--- src/rtl/dst_pkg.sv ---
package dst_pkg;

  typedef enum logic [1:0] {
    MODE_CHAIN    = 2'b00,
    MODE_PRESCALE = 2'b01,
    MODE_SPLIT    = 2'b10,
    MODE_SPLIT_B  = 2'b11
  } mode_e;

  // action mask, bit 0 at the bottom
  typedef struct packed {
    logic ovf_irq;  // bit 4
    logic ovf_tog;  // bit 3
    logic hit_irq;  // bit 2
    logic hit_tog;  // bit 1
    logic hit_rst;  // bit 0
  } act_mask_t;

  localparam int MASK_W   = 5;
  localparam int SEL_W    = 2;
  localparam int N_SRC    = 4;
  localparam int ADDR_CFG = 0;
  localparam int ADDR_LO  = 1;
  localparam int ADDR_HI  = 2;
  localparam int ADDR_MSK = 3;

endpackage

--- src/rtl/dst_regs.sv ---
module dst_regs
  import dst_pkg::*;
#(
  parameter int LO_W   = 4,
  parameter int HI_W   = 8,
  parameter int DATA_W = 8,
  parameter int ADDR_W = 2
) (
  input  logic              clk,
  input  logic              rst,
  input  logic              wr_en,
  input  logic [ADDR_W-1:0] wr_addr,
  input  logic [DATA_W-1:0] wr_data,
  output logic [SEL_W-1:0]  clk_sel,
  output mode_e             mode,
  output logic [LO_W-1:0]   cmp_lo,
  output logic [HI_W-1:0]   cmp_hi,
  output act_mask_t         mask,
  output logic              clr_lo,
  output logic              clr_hi
);

  logic sel_cfg, sel_lo, sel_hi, sel_msk;

  always_comb begin
    sel_cfg = wr_en && (wr_addr == ADDR_W'(ADDR_CFG));
    sel_lo  = wr_en && (wr_addr == ADDR_W'(ADDR_LO));
    sel_hi  = wr_en && (wr_addr == ADDR_W'(ADDR_HI));
    sel_msk = wr_en && (wr_addr == ADDR_W'(ADDR_MSK));
    clr_lo  = sel_cfg || sel_lo;
    clr_hi  = sel_cfg || sel_hi;
  end

  always_ff @(posedge clk) begin
    if (rst) begin
      clk_sel <= '0;
      mode    <= MODE_CHAIN;
      cmp_lo  <= '0;
      cmp_hi  <= '0;
      mask    <= '0;
    end else begin
      if (sel_cfg) begin
        clk_sel <= wr_data[SEL_W-1:0];
        mode    <= mode_e'(wr_data[SEL_W+1:SEL_W]);
      end
      if (sel_lo)  cmp_lo <= wr_data[LO_W-1:0];
      if (sel_hi)  cmp_hi <= wr_data[HI_W-1:0];
      if (sel_msk) mask   <= act_mask_t'(wr_data[MASK_W-1:0]);
    end
  end

endmodule

--- src/rtl/dst_clksel.sv ---
module dst_clksel #(
  parameter int N = 4,
  localparam int SW = $clog2(N)
) (
  input  logic [N-1:0]  src,
  input  logic [SW-1:0] sel,
  output logic          tick
);

  always_comb begin
    tick = 1'b0;
    for (int i = 0; i < N; i++) begin
      if (sel == SW'(i)) tick = src[i];
    end
  end

endmodule

--- src/rtl/dst_stage.sv ---
module dst_stage #(
  parameter int W = 8
) (
  input  logic         clk,
  input  logic         rst,
  input  logic         clr,
  input  logic         step,
  input  logic         zero_req,
  output logic [W-1:0] count,
  output logic         at_max
);

  assign at_max = &count;

  always_ff @(posedge clk) begin
    if (rst || clr)  count <= '0;
    else if (step)   count <= zero_req ? '0 : count + W'(1);
  end

endmodule

--- src/rtl/dst_action.sv ---
module dst_action
  import dst_pkg::*;
(
  input  logic      clk,
  input  logic      rst,
  input  logic      ev_step,
  input  logic      ev_hit,
  input  logic      ev_ovf,
  input  logic      pre_evt,
  input  act_mask_t mask,
  output logic      tog_out,
  output logic      pre_out,
  output logic      irq
);

  logic want_tog, want_irq;

  always_comb begin
    want_tog = ev_step && ((ev_hit && mask.hit_tog) || (ev_ovf && mask.ovf_tog));
    want_irq = ev_step && ((ev_hit && mask.hit_irq) || (ev_ovf && mask.ovf_irq));
  end

  always_ff @(posedge clk) begin
    if (rst) begin
      tog_out <= 1'b0;
      pre_out <= 1'b0;
      irq     <= 1'b0;
    end else begin
      tog_out <= tog_out ^ want_tog;
      pre_out <= pre_evt;
      irq     <= want_irq;
    end
  end

endmodule

--- src/rtl/dst_timer.sv ---
module dst_timer
  import dst_pkg::*;
#(
  parameter int LO_W   = 4,
  parameter int HI_W   = 8,
  parameter int DATA_W = 8,
  parameter int ADDR_W = 2
) (
  input  logic              clk,
  input  logic              rst,
  input  logic              tick_sys,
  input  logic              tick_ext,
  input  logic              tick_tmr,
  input  logic              tick_shf,
  input  logic              wr_en,
  input  logic [ADDR_W-1:0] wr_addr,
  input  logic [DATA_W-1:0] wr_data,
  output logic              tog_out,
  output logic              pre_out,
  output logic              irq
);

  localparam int FULL_W = LO_W + HI_W;

  logic [SEL_W-1:0] clk_sel;
  mode_e            mode;
  logic [LO_W-1:0]  cmp_lo, c_lo;
  logic [HI_W-1:0]  cmp_hi, c_hi;
  act_mask_t        mask;
  logic             clr_lo, clr_hi;
  logic             tick, run;
  logic             lo_max, hi_max;
  logic             lo_hit, hi_hit, full_hit, full_ovf;
  logic             lo_step, lo_zero, hi_step, hi_zero;
  logic             ev_step, ev_hit, ev_ovf, pre_evt;
  logic [FULL_W-1:0] full_cnt, full_cmp;

  dst_regs #(.LO_W(LO_W), .HI_W(HI_W), .DATA_W(DATA_W), .ADDR_W(ADDR_W)) u_regs (
    .clk(clk), .rst(rst), .wr_en(wr_en), .wr_addr(wr_addr), .wr_data(wr_data),
    .clk_sel(clk_sel), .mode(mode), .cmp_lo(cmp_lo), .cmp_hi(cmp_hi),
    .mask(mask), .clr_lo(clr_lo), .clr_hi(clr_hi)
  );

  dst_clksel #(.N(N_SRC)) u_sel (
    .src({tick_shf, tick_tmr, tick_ext, tick_sys}),
    .sel(clk_sel),
    .tick(tick)
  );

  dst_stage #(.W(LO_W)) u_lo (
    .clk(clk), .rst(rst), .clr(clr_lo), .step(lo_step), .zero_req(lo_zero),
    .count(c_lo), .at_max(lo_max)
  );

  dst_stage #(.W(HI_W)) u_hi (
    .clk(clk), .rst(rst), .clr(clr_hi), .step(hi_step), .zero_req(hi_zero),
    .count(c_hi), .at_max(hi_max)
  );

  always_comb begin
    run      = tick && !wr_en;
    full_cnt = {c_hi, c_lo};
    full_cmp = {cmp_hi, cmp_lo};
    full_hit = (full_cnt == full_cmp);
    full_ovf = lo_max && hi_max;
    lo_hit   = (c_lo == cmp_lo);
    hi_hit   = (c_hi == cmp_hi);
    lo_step  = run;
    case (mode)
      MODE_CHAIN: begin
        lo_zero = full_hit && mask.hit_rst;
        hi_step = run && (lo_max || lo_zero);
        hi_zero = lo_zero;
        ev_step = run;
        ev_hit  = full_hit;
        ev_ovf  = full_ovf;
      end
      MODE_PRESCALE: begin
        lo_zero = lo_hit;
        hi_step = run && lo_hit;
        hi_zero = hi_hit && mask.hit_rst;
        ev_step = hi_step;
        ev_hit  = hi_hit;
        ev_ovf  = hi_max;
      end
      default: begin
        lo_zero = lo_hit;
        hi_step = run;
        hi_zero = hi_hit && mask.hit_rst;
        ev_step = run;
        ev_hit  = hi_hit;
        ev_ovf  = hi_max;
      end
    endcase
    pre_evt = lo_step && (lo_zero || lo_max);
  end

  dst_action u_act (
    .clk(clk), .rst(rst), .ev_step(ev_step), .ev_hit(ev_hit), .ev_ovf(ev_ovf),
    .pre_evt(pre_evt), .mask(mask), .tog_out(tog_out), .pre_out(pre_out), .irq(irq)
  );

endmodule

--- config.mk ---
export PLATFORM = sky130hd
export DESIGN_NAME = dst_timer
export DESIGN_NICKNAME = d
export VERILOG_FILES = /design/src/rtl/dst_pkg.sv /design/src/rtl/dst_regs.sv /design/src/rtl/dst_clksel.sv /design/src/rtl/dst_stage.sv /design/src/rtl/dst_action.sv /design/src/rtl/dst_timer.sv
export SDC_FILE = /design/constraint.sdc
export NUM_CORES = 1
export LEC_CHECK = 0
export ABC_AREA = 1
export BUFFER_PORTS_ARGS = -buffer_cell sky130_fd_sc_hd__buf_2
export CELL_PAD_IN_SITES_DETAIL_PLACEMENT = 1
export CELL_PAD_IN_SITES_GLOBAL_PLACEMENT = 1
export CORE_MARGIN = 8
export CORE_UTILIZATION = 37
export CTS_CLUSTER_SIZE = 12
export DETAILED_ROUTE_END_ITERATION = 10
export GPL_TIMING_DRIVEN = 0
export PLACE_DENSITY = 0.84
export SLEW_MARGIN = 20
export SYNTH_ARGS = -nofsm -noshare
export SYNTH_HDL_FRONTEND = slang
export SYNTH_SLANG_ARGS = --single-unit
export TNS_END_PERCENT = 10
--- constraint.sdc ---
create_clock -name clk -period 1.32 [get_ports clk]
set_input_delay 0.132 -clock clk [delete_from_list [all_inputs] [get_ports clk]]
set_output_delay 0.132 -clock clk [all_outputs]
set_load 0.01 [all_outputs]
After elaboration in Yosys (flattened, before gate mapping)

Cells that the tools add are included.

Flip-flop bits (word level): 36

Muxes and demuxes: 12
Bitwise logic cells: 1
Reduce and logical (&&, ||, !) cells: 31
Eq/ne operators: 10
Add/subtract/negate cells: 2

Operators by type and width:

| kind                                                                   | number |
|---|---|
| 1-bit logical AND                                                      | 17 |
| 12-bit equality test                                                   | 1 |
| 1-bit 2-to-1 mux                                                       | 9 |
| 8-bit by 1-bit adder with 8-bit output (second input constant)         | 1 |
| 2-bit equality test (second input constant)                            | 4 |
| 8-bit equality test                                                    | 1 |
| 1-bit logical OR                                                       | 8 |
| 8-bit 2-to-1 mux                                                       | 1 |
| 8-bit AND reduction                                                    | 1 |
| 2-bit by 1-bit equality test with 1-bit output (second input constant) | 3 |
| 2-bit logical NOT                                                      | 3 |
| 4-bit by 1-bit adder with 4-bit output (second input constant)         | 1 |
| 4-bit equality test                                                    | 1 |
| 4-bit 2-to-1 mux                                                       | 1 |
| 4-bit AND reduction                                                    | 1 |
| 1-bit case mux with 2 select lines                                     | 1 |
| 1-bit logical NOT                                                      | 1 |
| 1-bit XOR                                                              | 1 |

Depth between registers and ports, before layout

Depth in word-level cells: 10
Depth in mapped cells: 12

Cells and area by module

A second synthesis with hierarchy kept.

Cells, all modules: 350
Area, all modules: 2,077.0 µm²

By module, submodules not included:

| module           | times used | area each (µm²) | cells an instance |
|---|---|---|---|
| dst_regs         | 1          | 920.9           | 142 |
| dst_timer        | 1          | 396.6           | 96 |
| dst_stage (u_hi) | 1          | 391.6           | 52 |
| dst_stage (u_lo) | 1          | 200.2           | 30 |
| dst_action       | 1          | 116.4           | 17 |
| dst_clksel       | 1          | 51.3            | 13 |

Worst setup path before layout

OpenSTA, ideal clock, no wires.

Path kind: register to register
From: register u_lo.count[0]
To: register u_hi.count[1]
Library setup time: 0.114 ns
Buffers on the path: 0
Stages on the path, launching flop included: 12
Slack: -0.066 ns
Clock period less this slack: 1.386 ns
Data arrival time: 1.272 ns
Cell sequence: dfxtp_1 > inv_1 > nand2_1 > nand2_1 > nor2_1 > nand2_2 > nor2_1 > nand2_4 > nand2_4 > nand4_2 > nand2_1 > nor2_1

Cells in the longest elaborated chain, start to end: 5
Elaborated cells between the ends (all ways): 10
Classes of those cells: 2 x eq/ne; 3 x mux; 5 x reduce/logical

Ends and longest elaborated chain:

| element                            | RTL line        | text |
|---|---|---|
| from (decl)                        | dst_stage.sv:9  | `output logic [W-1:0] count,` |
| from (signal assigned)             | dst_stage.sv:17 | `else if (step) count <= zero_req ? '0 : count + W'(1);` |
| 12-bit equality test               | dst_timer.sv:64 | `full_hit = (full_cnt == full_cmp);` |
| 1-bit logical AND                  | dst_timer.sv:71 | `lo_zero = full_hit && mask.hit_rst;` |
| 1-bit logical OR                   | dst_timer.sv:72 | `hi_step = run && (lo_max \|\| lo_zero);` |
| 1-bit logical AND                  | dst_timer.sv:72 |  |
| 1-bit case mux with 2 select lines | dst_timer.sv:69 | `case (mode)` |
| to (signal assigned)               | dst_stage.sv:17 |  |
| to (decl)                          | dst_stage.sv:9  |  |

Parallel ways exist; a longest one is shown, timed or not.
A chain may end at the register's enable or synchronous reset.

Worst setup path in the final report

From: register u_lo.count[1]
To: register u_hi.count[3]

The elaborated chain is that of the path after synthesis.

==> results_dict.tcl <==
set metrics [dict create \
    io_buffers 19 \
    end_kind "register" \
    n_antenna_cell 0 \
    clkSinkCount 36 \
    maxSlewHeadroom_pct 58.9 \
    irDropWorstVdd_mv 0.773 \
    path_class "reg -> reg" \
    ys.flop_type "dfxtp_1" \
    final_core_utilization_pct 48.8 \
    synth_most_common_cell "nand2_1" \
    grt_max_degree 11 \
    grtUsageTotal_pct 15.7 \
    via_per_inst 4.95 \
    synth_common_cells "76 x nand2_1, 43 x inv_1, 36 x dfxtp_1" \
    synth-seq-cells 36 \
    seqCellArea_um2 756 \
    io_pins 20 \
    p_per_area_nw_per_um2 995 \
    hold_class "in -> reg" \
    grt-ovfl-total 0 \
    syn-num-nets 308 \
    num_vias 1976 \
    path_clk_slew_ns 0.07 \
    coreArea_um2 5010 \
    cts_tree "yes" \
    finalNonFillerCells 399 \
    fin_crit_sh_pct 125 \
    netlist_area_um2 1890 \
    yosysTopAreaCell "dfxtp_1" \
    slew_violations 0 \
    drt-initial-drc-count 130 \
    fillers 677 \
    initial_utilization_pct 37.7 \
    finalWorstSetupSlack_ns -0.336 \
    rsz0062_at_grt "yes" \
    grt_pass1_vias 2051 \
    fin_area_um2 2440 \
    place_congestion 0.786 \
    clock_skew_ns 0.00674 \
    period_minus_slack_ns 1.66 \
    max_freq_mhz 604 \
    ant_nets 0 \
    total_power_mw 2.43 \
    multi_input_area_um2 1100 \
    dp_slack_ns -0.393 \
    drtPass1Iterations 4 \
    async_flop_share_pct 0 \
    post-dp-hpwl_um 3980 \
    drc 0 \
    violations "negative setup slack" \
    maxCapViolations 0 \
    htreeDepth 2 \
    fin_tns_setup_ns -4.11 \
    setup_viol 15 \
    placed_area_um2 2070 \
    timing.hold.ws_ns 0.0947 \
    die-area_um2 7640 \
    p_leak_nw 1.08 \
    cp.required_ns 1.54 \
    synth_area_per_cell_um2 6.53 \
    start_kind "register" \
    critical_path.max_fanout 7 \
    final_nets 347 \
    synth-seq-area-share_pct 38.2 \
    drive_above_1_share_pct 32.5 \
    clockBufferDepth 2 \
    fp-row-count 26 \
    dp.cells 378 \
    fp.dieH_um 87.4 \
    synth_cells 289 \
    synth_cell_types 27 \
    ys_top_cells_by_area "dfxtp_1 38%, nand2_1 15%, inv_1 8.6%, a21oi_1 7.7%, o21ai_0 5.8%" \
    die_x_um 87.4 \
    crit_arrival_ns 1.88 \
    clk_latency_ns 0.29 \
    outcome "complete, but fails checks" \
    synth_enable_flop_cells 0 \
    syn2layout_area_growth_pct 29.5 \
    wirelength_um 6340 \
    grt_pass1_wl_um 9510 \
    ys_warn_count 0 \
    worst_slew_pin_slew_ns 0.612 \
    postCtsHoldBufs 0 \
    hold_viol 0 \
    antenna_found_initial 0 \
    cts_root_buffer "clkbuf_8" \
    wire_per_inst_um 15.9 \
    cts_buffers 5 \
    synth_top_area_share_pct 38.2 \
]
-- power breakdown --
group	internal, mW	total [mW]	leakage [nW]	switching (mW)
combinational	0.150	0.447	0.729	0.297
sequential	1.12	1.15	0.302	0.0336
clock	0.426	0.832	0.0455	0.405
total	1.69	2.43	1.08	0.736
-- layout by cell type (no fill, tap or decap), drive strengths merged, types with 4 or more instances in the layout --
master  instances
a21oi          30
clkbuf         10
nand4           6
dfxtp          36
inv            50
nand2          83
buf            33
nor3            4
o21ai          24
nor2           29
nand3          15
-- layer usage --
layer / wire, µm / vias to the layer above / GRT usage, %
met5: 0 / - / 0
met4: 78 / 0 / 6.09
met3: 229 / 8 / 2.92
met2: 3160 / 45 / 27.8
met1: 2870 / 934 / 18.0
li1: - / 989 / -
-- cell type report --
type / count / share of cell area [%]
repair buffers: 32 / 7.89
well taps: 70 / 3.58
clock buffers: 8 / 3.69
inverters: 50 / 8.29
multi-input cells: 200 / 45.2
plain buffers: 3 / 0.461
flip-flops and latches: 36 / 30.9
-- registers in the layout, indices dropped and copies added (netlist names) --
register	count
u_act.irq	1
u_act.pre_out	1
u_act.tog_out	1
u_hi.count	8
u_lo.count	4
u_regs.clk_sel	2
u_regs.cmp_hi	8
u_regs.cmp_lo	4
u_regs.mask	5
u_regs.mode	2
-- repair_timing --
item                       4_1_cts  5_1_grt
gates resized for setup         35       31
setup buffers                    9        4
cloned                           0        0
pin swaps                       18       16
setup endpoints to repair       15       15
-- final timing paths --
check	slack [ns]	to	from	cells past startpoint
worst max-delay path	-0.34	u_hi.count[3]$_SDFFE_PP0P_	u_lo.count[1]$_SDFFE_PP0P_	12
worst min-delay path	0.09	u_act.pre_out$_SDFF_PP0_	rst	2
worst max register to register	-0.34	u_hi.count[3]$_SDFFE_PP0P_	u_lo.count[1]$_SDFFE_PP0P_	12
worst min register to register	0.45	u_regs.mask[4]$_SDFFE_PP0P_	u_regs.mask[4]$_SDFFE_PP0P_	2
-- worst max-delay path, cell delays in order (launching register included) --
cell	delay, ns
dfxtp_2	0.37
inv_1	0.08
nand2_1	0.09
nand2_1	0.06
nor2_1	0.13
nand2_2	0.12
nand2_1	0.12
nand2_4	0.09
inv_4	0.13
nand3_4	0.10
nand2_2	0.10
nand3_2	0.07
nor2_2	0.13
-- cells by family (layout without fill, tap and decap cells) --
family	Yosys count	in the layout	synth area share [%]
xor gates and xnor gates	2	2	0.929
DFF	36	36	38.2
adders and majority gates	2	2	1.33
and+or+nand+nor	140	140	33.3
AOI/OAI and AO/OA	56	56	15.7
buffers and inverters	53	93	10.5
Power figures use the tool's default switching activity.
